--- src/rtl/burst_pkg.sv ---
package burst_pkg;
    typedef enum logic [1:0] {
        OP_HOLD   = 2'd0,
        OP_STEP   = 2'd1,
        OP_LOAD   = 2'd2,
        OP_REWIND = 2'd3
    } burst_op_e;
endpackage

--- src/rtl/burst_op_sel.sv ---
module burst_op_sel
    import burst_pkg::*;
(
    input  logic      strobe_n,
    input  logic      step_n,
    input  logic      rewind_n,
    output burst_op_e op
);
    // Fixed priority: rewind, then load, then step.
    always_comb begin
        if (!rewind_n)      op = OP_REWIND;
        else if (!strobe_n) op = OP_LOAD;
        else if (!step_n)   op = OP_STEP;
        else                op = OP_HOLD;
    end

    always_comb begin
        AST_REWIND_WINS: assert (rewind_n || op == OP_REWIND);
    end
endmodule

--- src/rtl/burst_base_reg.sv ---
module burst_base_reg
    import burst_pkg::*;
#(
    parameter int ADDR_W = 16
) (
    input  logic              clk,
    input  logic              rst,
    input  burst_op_e         op,
    input  logic [ADDR_W-1:0] load_addr,
    output logic [ADDR_W-1:0] base_addr
);
    always_ff @(posedge clk) begin
        if (rst) begin
            base_addr <= '0;
        end else begin
            unique case (op)
                OP_LOAD:   base_addr <= load_addr;
                OP_STEP,
                OP_REWIND,
                OP_HOLD:   base_addr <= base_addr;
                default:   base_addr <= base_addr;
            endcase
        end
    end

    AST_BASE_ONLY_ON_LOAD: assert property (@(posedge clk) disable iff (rst)
        (op != OP_LOAD) |=> $stable(base_addr));
endmodule

--- src/rtl/burst_addr_ctr.sv ---
module burst_addr_ctr
    import burst_pkg::*;
#(
    parameter int ADDR_W = 16
) (
    input  logic              clk,
    input  logic              rst,
    input  burst_op_e         op,
    input  logic [ADDR_W-1:0] load_addr,
    input  logic [ADDR_W-1:0] base_addr,
    output logic [ADDR_W-1:0] count
);
    localparam logic [ADDR_W-1:0] ONE = ADDR_W'(1);

    always_ff @(posedge clk) begin
        if (rst) begin
            count <= '0;
        end else begin
            unique case (op)
                OP_REWIND: count <= base_addr;
                OP_LOAD:   count <= load_addr;
                OP_STEP:   count <= count + ONE;
                OP_HOLD:   count <= count;
                default:   count <= count;
            endcase
        end
    end

    AST_ROLLOVER: assert property (@(posedge clk) disable iff (rst)
        (op == OP_STEP && count == '1) |=> (count == '0));
endmodule

--- src/rtl/burst_addr_unit.sv ---
module burst_addr_unit
    import burst_pkg::*;
#(
    parameter int ADDR_W = 16
) (
    input  logic              clk,
    input  logic              rst,
    input  logic              strobe_n,
    input  logic              step_n,
    input  logic              rewind_n,
    input  logic [ADDR_W-1:0] addr_in,
    output logic [ADDR_W-1:0] addr_out
);
    burst_op_e         op;
    logic [ADDR_W-1:0] base_addr;

    burst_op_sel u_sel (
        .strobe_n (strobe_n),
        .step_n   (step_n),
        .rewind_n (rewind_n),
        .op       (op)
    );

    burst_base_reg #(.ADDR_W(ADDR_W)) u_base (
        .clk       (clk),
        .rst       (rst),
        .op        (op),
        .load_addr (addr_in),
        .base_addr (base_addr)
    );

    burst_addr_ctr #(.ADDR_W(ADDR_W)) u_ctr (
        .clk       (clk),
        .rst       (rst),
        .op        (op),
        .load_addr (addr_in),
        .base_addr (base_addr),
        .count     (addr_out)
    );

    AST_RESET_CLEARS: assert property (@(posedge clk)
        rst |=> (addr_out == '0 && base_addr == '0));
    AST_LOAD_TAKES: assert property (@(posedge clk) disable iff (rst)
        (rewind_n && !strobe_n) |=> (addr_out == $past(addr_in)));
    AST_STEP_BY_ONE: assert property (@(posedge clk) disable iff (rst)
        (rewind_n && strobe_n && !step_n) |=> (addr_out == $past(addr_out) + ADDR_W'(1)));
    AST_REWIND_TO_BASE: assert property (@(posedge clk) disable iff (rst)
        (!rewind_n) |=> (addr_out == $past(base_addr)));
    AST_IDLE_HOLDS: assert property (@(posedge clk) disable iff (rst)
        (rewind_n && strobe_n && step_n) |=> $stable(addr_out));
endmodule

--- config.mk ---
export PLATFORM = sky130hd
export DESIGN_NAME = burst_addr_unit
export DESIGN_NICKNAME = d
export VERILOG_FILES = /design/src/rtl/burst_pkg.sv /design/src/rtl/burst_op_sel.sv /design/src/rtl/burst_base_reg.sv /design/src/rtl/burst_addr_ctr.sv /design/src/rtl/burst_addr_unit.sv
export SDC_FILE = /design/constraint.sdc
export NUM_CORES = 1
export LEC_CHECK = 0
export ABC_AREA = 1
export BUFFER_PORTS_ARGS = -buffer_cell sky130_fd_sc_hd__buf_2
export CAP_MARGIN = 20
export CORE_MARGIN = 3
export CORE_UTILIZATION = 45
export DETAILED_ROUTE_END_ITERATION = 7
export GPL_ROUTABILITY_DRIVEN = 1
export GPL_TIMING_DRIVEN = 1
export PLACE_DENSITY_LB_ADDON = 0.08
export SYNTH_ARGS = -nofsm -noshare
export SYNTH_HDL_FRONTEND = slang
export SYNTH_SLANG_ARGS = --single-unit
--- constraint.sdc ---
create_clock -name clk -period 3.29 [get_ports clk]
set_input_delay 0.1645 -clock clk [delete_from_list [all_inputs] [get_ports clk]]
set_output_delay 0.1645 -clock clk [all_outputs]
set_load 0.05 [all_outputs]
Word-level counts from Yosys, hierarchy flattened:

Index checks and enable logic that the tools add are counted.

* flip-flop bits (word level): 32
* input port bits: 21
* output and inout bits: 16
* logic and storage cells: 13

* add/sub/neg operators: 1
* eq/ne operators: 3
* muxes and demuxes: 5
* reductions and logical operators: 2

Operator list (count)
* $pmux 16 s3: 1
* $add 16x1->16 const B: 1
* $mux 16: 1
* $eq 2x2->1 const B: 2
* $mux 2: 2
* $reduce_or 3->1: 1
* $eq 2x1->1 const B: 1
* $logic_not 2->1: 1
* $mux 1: 1

Depth between registers and ports, before layout:

* depth after elaboration: 5
* mapped depth: 9
* mapped depth without buffers: 9

Cells and area by module:

Synthesis repeated with hierarchy kept, for this count alone.

* cells, all modules: 322
* area total of the unflattened synthesis: 1990.7 um^2

By module, submodules not included
* burst_addr_ctr: instances 1, cells an instance 213, area an instance 1277.5 um^2
* burst_base_reg: instances 1, cells an instance 105, area an instance 698.2 um^2
* burst_op_sel: instances 1, cells an instance 4, area an instance 15.0 um^2

Worst setup path after synthesis:

No wires, ideal clock.

* path type: register to register
* start: reg u_ctr.count[1]
* end: reg u_ctr.count[12]
* setup time: 0.064 ns
* arrival time: 1.626 ns
* required time: 3.226 ns
* setup slack: 1.600 ns
* cell stages (with the launch flop): 8
* clock period less this slack: 1.690 ns
* path through: dfxtp_1 -> ha_1 -> nand3_1 -> nor2_4 -> nand3b_1 -> o21ai_0 -> inv_1 -> nor2_1

* word-level cells in the longest chain between the ends: 2

RTL lines
* from (decl): RTL line burst_addr_ctr.sv:11 `output logic [ADDR_W-1:0] count`
* from (signal assigned): RTL line burst_addr_ctr.sv:20 `OP_REWIND: count <= base_addr;`
* from (signal assigned): RTL line burst_addr_ctr.sv:21 `OP_LOAD: count <= load_addr;`
* from (signal assigned): RTL line burst_addr_ctr.sv:22 `OP_STEP: count <= count + ONE;`
* $add 16x1->16: RTL line burst_addr_ctr.sv:22
* $pmux 16 s3: RTL line burst_addr_ctr.sv:19 `unique case (op)`

Every way passes these cells.
A chain may end at the register's enable or synchronous reset.

Worst setup path in the final report:

Ends and elaborated chain as after synthesis.

==> key figures <==
Hold path
  • Worst Hold Depth: 3
  • Worst hold path type: in -> reg
  • Hold_sp: addr_in[1]

Cells and area
  • Final core utilization: 53.78%
  • Diodes inserted: 0
  • Nets: 323
  • P&R area growth vs syn: 13.23%
  • Storage element area: 640.6 µm²
  • Filler cell count: 409
  • Multi-input logic area: 875.8 µm²
  • Layout cells sized above 1: 18.60%

Timing
  • TNS Setup: 0 ns
  • Fmax achieved: 685.9 MHz
  • RSZ-0062 raised after global routing: false
  • Clock skew: 0.004841 ns
  • Final setup fails: 0
  • Worst-margin pin slew: 0.4991 ns
  • Final Hold Fails: 0
  • Final Cycle Share: 44.32%
  • Final slew viol count: 0
  • Slew HR: 66.65%
  • Tmin final: 1.458 ns

Floorplan
  • Core area: 3744 µm²
  • Full die area: 4741 µm²
  • Initial Util: 47.49%
  • Die Ht: 68.86 µm
  • Num ports: 37
  • Core Rows: 22
  • Die width: 68.86 µm

Placement
  • Final GP Congestion: 0.8173
  • Port Buffer Count: 36
  • Post-DP HPWL: 3157 µm

Critical path
  • CP Data Required Time: 3.51 ns
  • Slowest library cell on the worst path: dfxtp_1
  • Delay-heaviest family, CP: simple AND/OR/NAND/NOR gates
  • CP startpoint: u_ctr.count[1]
  • Critical Path Max Stage Delay: 0.40 ns
  • CP Depth: 7
  • Reg2Reg Depth: 7
  • Critical path arrival: 1.68 ns
  • CP bufs+invs: 1
  • Crit. End Element: flip-flop
  • Crit path kind: reg -> reg
  • Critical-path cell list: ha_1, nand3_1, nor2_4, nand3b_1, o21ai_0, inv_1, nor2_1
  • Peak fanout along the critical path: 8
  • Startpoint types: flip-flop
  • Worst r2r src: u_ctr.count[1]

Power
  • Net Sw Power: 0.2731 mW
  • Power Total: 0.8744 mW
  • Sequential group share of total power: 49.3%
  • Peak VDD IR: 0.0002798 V
  • P_int: 0.6012 mW
  • Pwr dens: 434.3 nW/µm²
  • Comb pwr share: 19.0%
  • Sw frac: 31.24%
  • Clock Power Share: 31.8%
  • Leak: 0.9119 nW

Global route
  • Tot GR Track Use: 19.61%
  • Vias in the first global route: 1404
  • First-pass GRT wire length: 6858 µm
  • Pin count of the biggest net entering global routing: 28
  • Grt total ovfl: 0
  • Initial antenna violation count: 0

Route
  • Detailed-route wire length per cell: 12.19 µm
  • Post-route ant nets: 0
  • Routed vias: 1702
  • DRT iter0 DRCs: 110
  • Routed Wire Length: 4255 µm
  • DRT Pass-1 Iters: 4
  • Post-route DRC violation count: 0
  • Post-DR vias/cell: 4.877

Clocking
  • Post-CTS Hold Fix Bufs: 0
  • Clk root buf: clkbuf_8
  • Post-CTS Repair Setup Buffers: 0
  • CTS tree: built
  • Number of CTS-inserted buffers: 5
  • Post-CTS Resized: 0
  • CTS Sinks: 32
  • Longest Clk Path Bufs: 2
  • H-Tree Depth: 2
  • Clock slew at reported path FFs: 0.06 ns
  • Worst-Skew Late Latency: 0.27 ns

Run status
  • Outcome: finished, final reports clean

Yosys
  • Cell Area, Synth: 1778 µm²
  • Async S/R FF share, synth: 0%
  • Most numerous cell in the Yosys netlist: nand2_1
  • Post-synthesis sequential area ratio: 36.03%
  • Syn Nets: 288
  • Post-synthesis cell type count: 29
  • Yosys warns: 0
  • Predominant post-synthesis flop cell: dfxtp_1
  • Share of Yosys cell area claimed by the top area cell type: 36.03%
  • Top cells by count, synth: nand2_1, inv_1, nor2_1
  • Syn Area/Cell: 6.684 µm²
  • Number of flops mapped to enable cells by yosys: 0
  • Syn Inst Count: 266
  • Cell taking the most area after synthesis: dfxtp_1
  • Ranking of synthesized cells by area: dfxtp_1, nand2_1, inv_1
  • Yosys reg bits: 32

Run
  • MaxCap Viol Count: 0
-- final timing paths --
path,endpoint,slack (ns)
max reg2reg,u_ctr.count[12],1.83
min reg2reg,u_base.base_addr[4],0.47
min,u_base.base_addr[1],0.17
max,u_ctr.count[12],1.83
-- through the flow --
step / std cells / instance area [µm²] / worst slack [ns] / hold slack (ns)
4_1_cts: 349 / 2013 / 1.827 / 0.1590
2_1_floorplan: 266 / 1778 / 1.600 / 0.3335
3_5_place_dp: 342 / 1936 / 1.827 / 0.4512
5_1_grt: 349 / 2013 / 1.699 / 0.1711
6_report: 349 / 2013 / 1.832 / 0.1660
3_3_place_gp: 342 / 1936 / 1.858 / 0.4479
-- power groups by stage --
stage               logic (mW)  clock network (mW)  registers [mW]
floorplan               0.0817                   0           0.482
global placement         0.166                   0           0.439
detailed placement       0.166                   0           0.439
CTS                      0.166               0.283           0.430
global route             0.186               0.299           0.433
finish                   0.166               0.278           0.431
-- state kept, by name (all words and copies together), names as in the netlist --
| register | flops |
|---|---|
| u_ctr.count | 16 |
| u_base.base_addr | 16 |
-- cell type report --
| type | instances | area share (%) |
|---|---|---|
| clock buffers | 6 | 3.605 |
| clock inverters | 1 | 0.2486 |
| inverters | 47 | 8.888 |
| multi-input cells | 179 | 43.51 |
| flip-flops and latches | 32 | 31.82 |
| well taps | 48 | 2.983 |
| repair buffers | 36 | 8.950 |
-- routing by layer --
layer  share of wire, %  vias to the layer above  global-route usage [%]
met3                7.0                        6                   3.890
met5                  0                        -                       0
li1                   -                      921                       -
met1                 50                      717                   30.64
met2                 42                       58                   27.14
met4               0.85                        0                   4.380
-- worst reg2reg max path, delay by kind of cell, from the launching register on --
kind,cells,cell delay [ns]
buffers and inverters,1,0.06
AND/OR/NAND/NOR,4,0.57
AO/OA/AOI/OAI,1,0.16
flip-flops,1,0.40
adder cells (fa/ha/maj),1,0.21
-- cells by family (layout without fill, tap and decap cells) --
family	after synthesis	count (layout)	synth area share (%)
AOI/OAI and AO/OA	58	58	17.66
DFF	32	32	36.03
adders and majority gates	1	1	0.7036
buffers and inverters	55	90	14.71
and+or+nand+nor	120	120	30.89
-- cells in the final DEF (no fill, tap or decap), types with 2 or more instances in the layout --
cell type / synthesis / final
nor2_4: 4 / 4
nor3_1: 2 / 2
inv_2: 3 / 3
clkbuf_8: 0 / 5
dfxtp_1: 32 / 32
nor2_1: 36 / 36
o211ai_1: 3 / 3
nand2_2: 2 / 2
nand2_1: 49 / 49
o21ai_0: 27 / 27
nand3_1: 18 / 18
a21oi_1: 22 / 22
o21bai_1: 2 / 2
nand4_1: 5 / 5
buf_2: 0 / 36
inv_1: 43 / 43
Power figures use the tool's default switching activity.
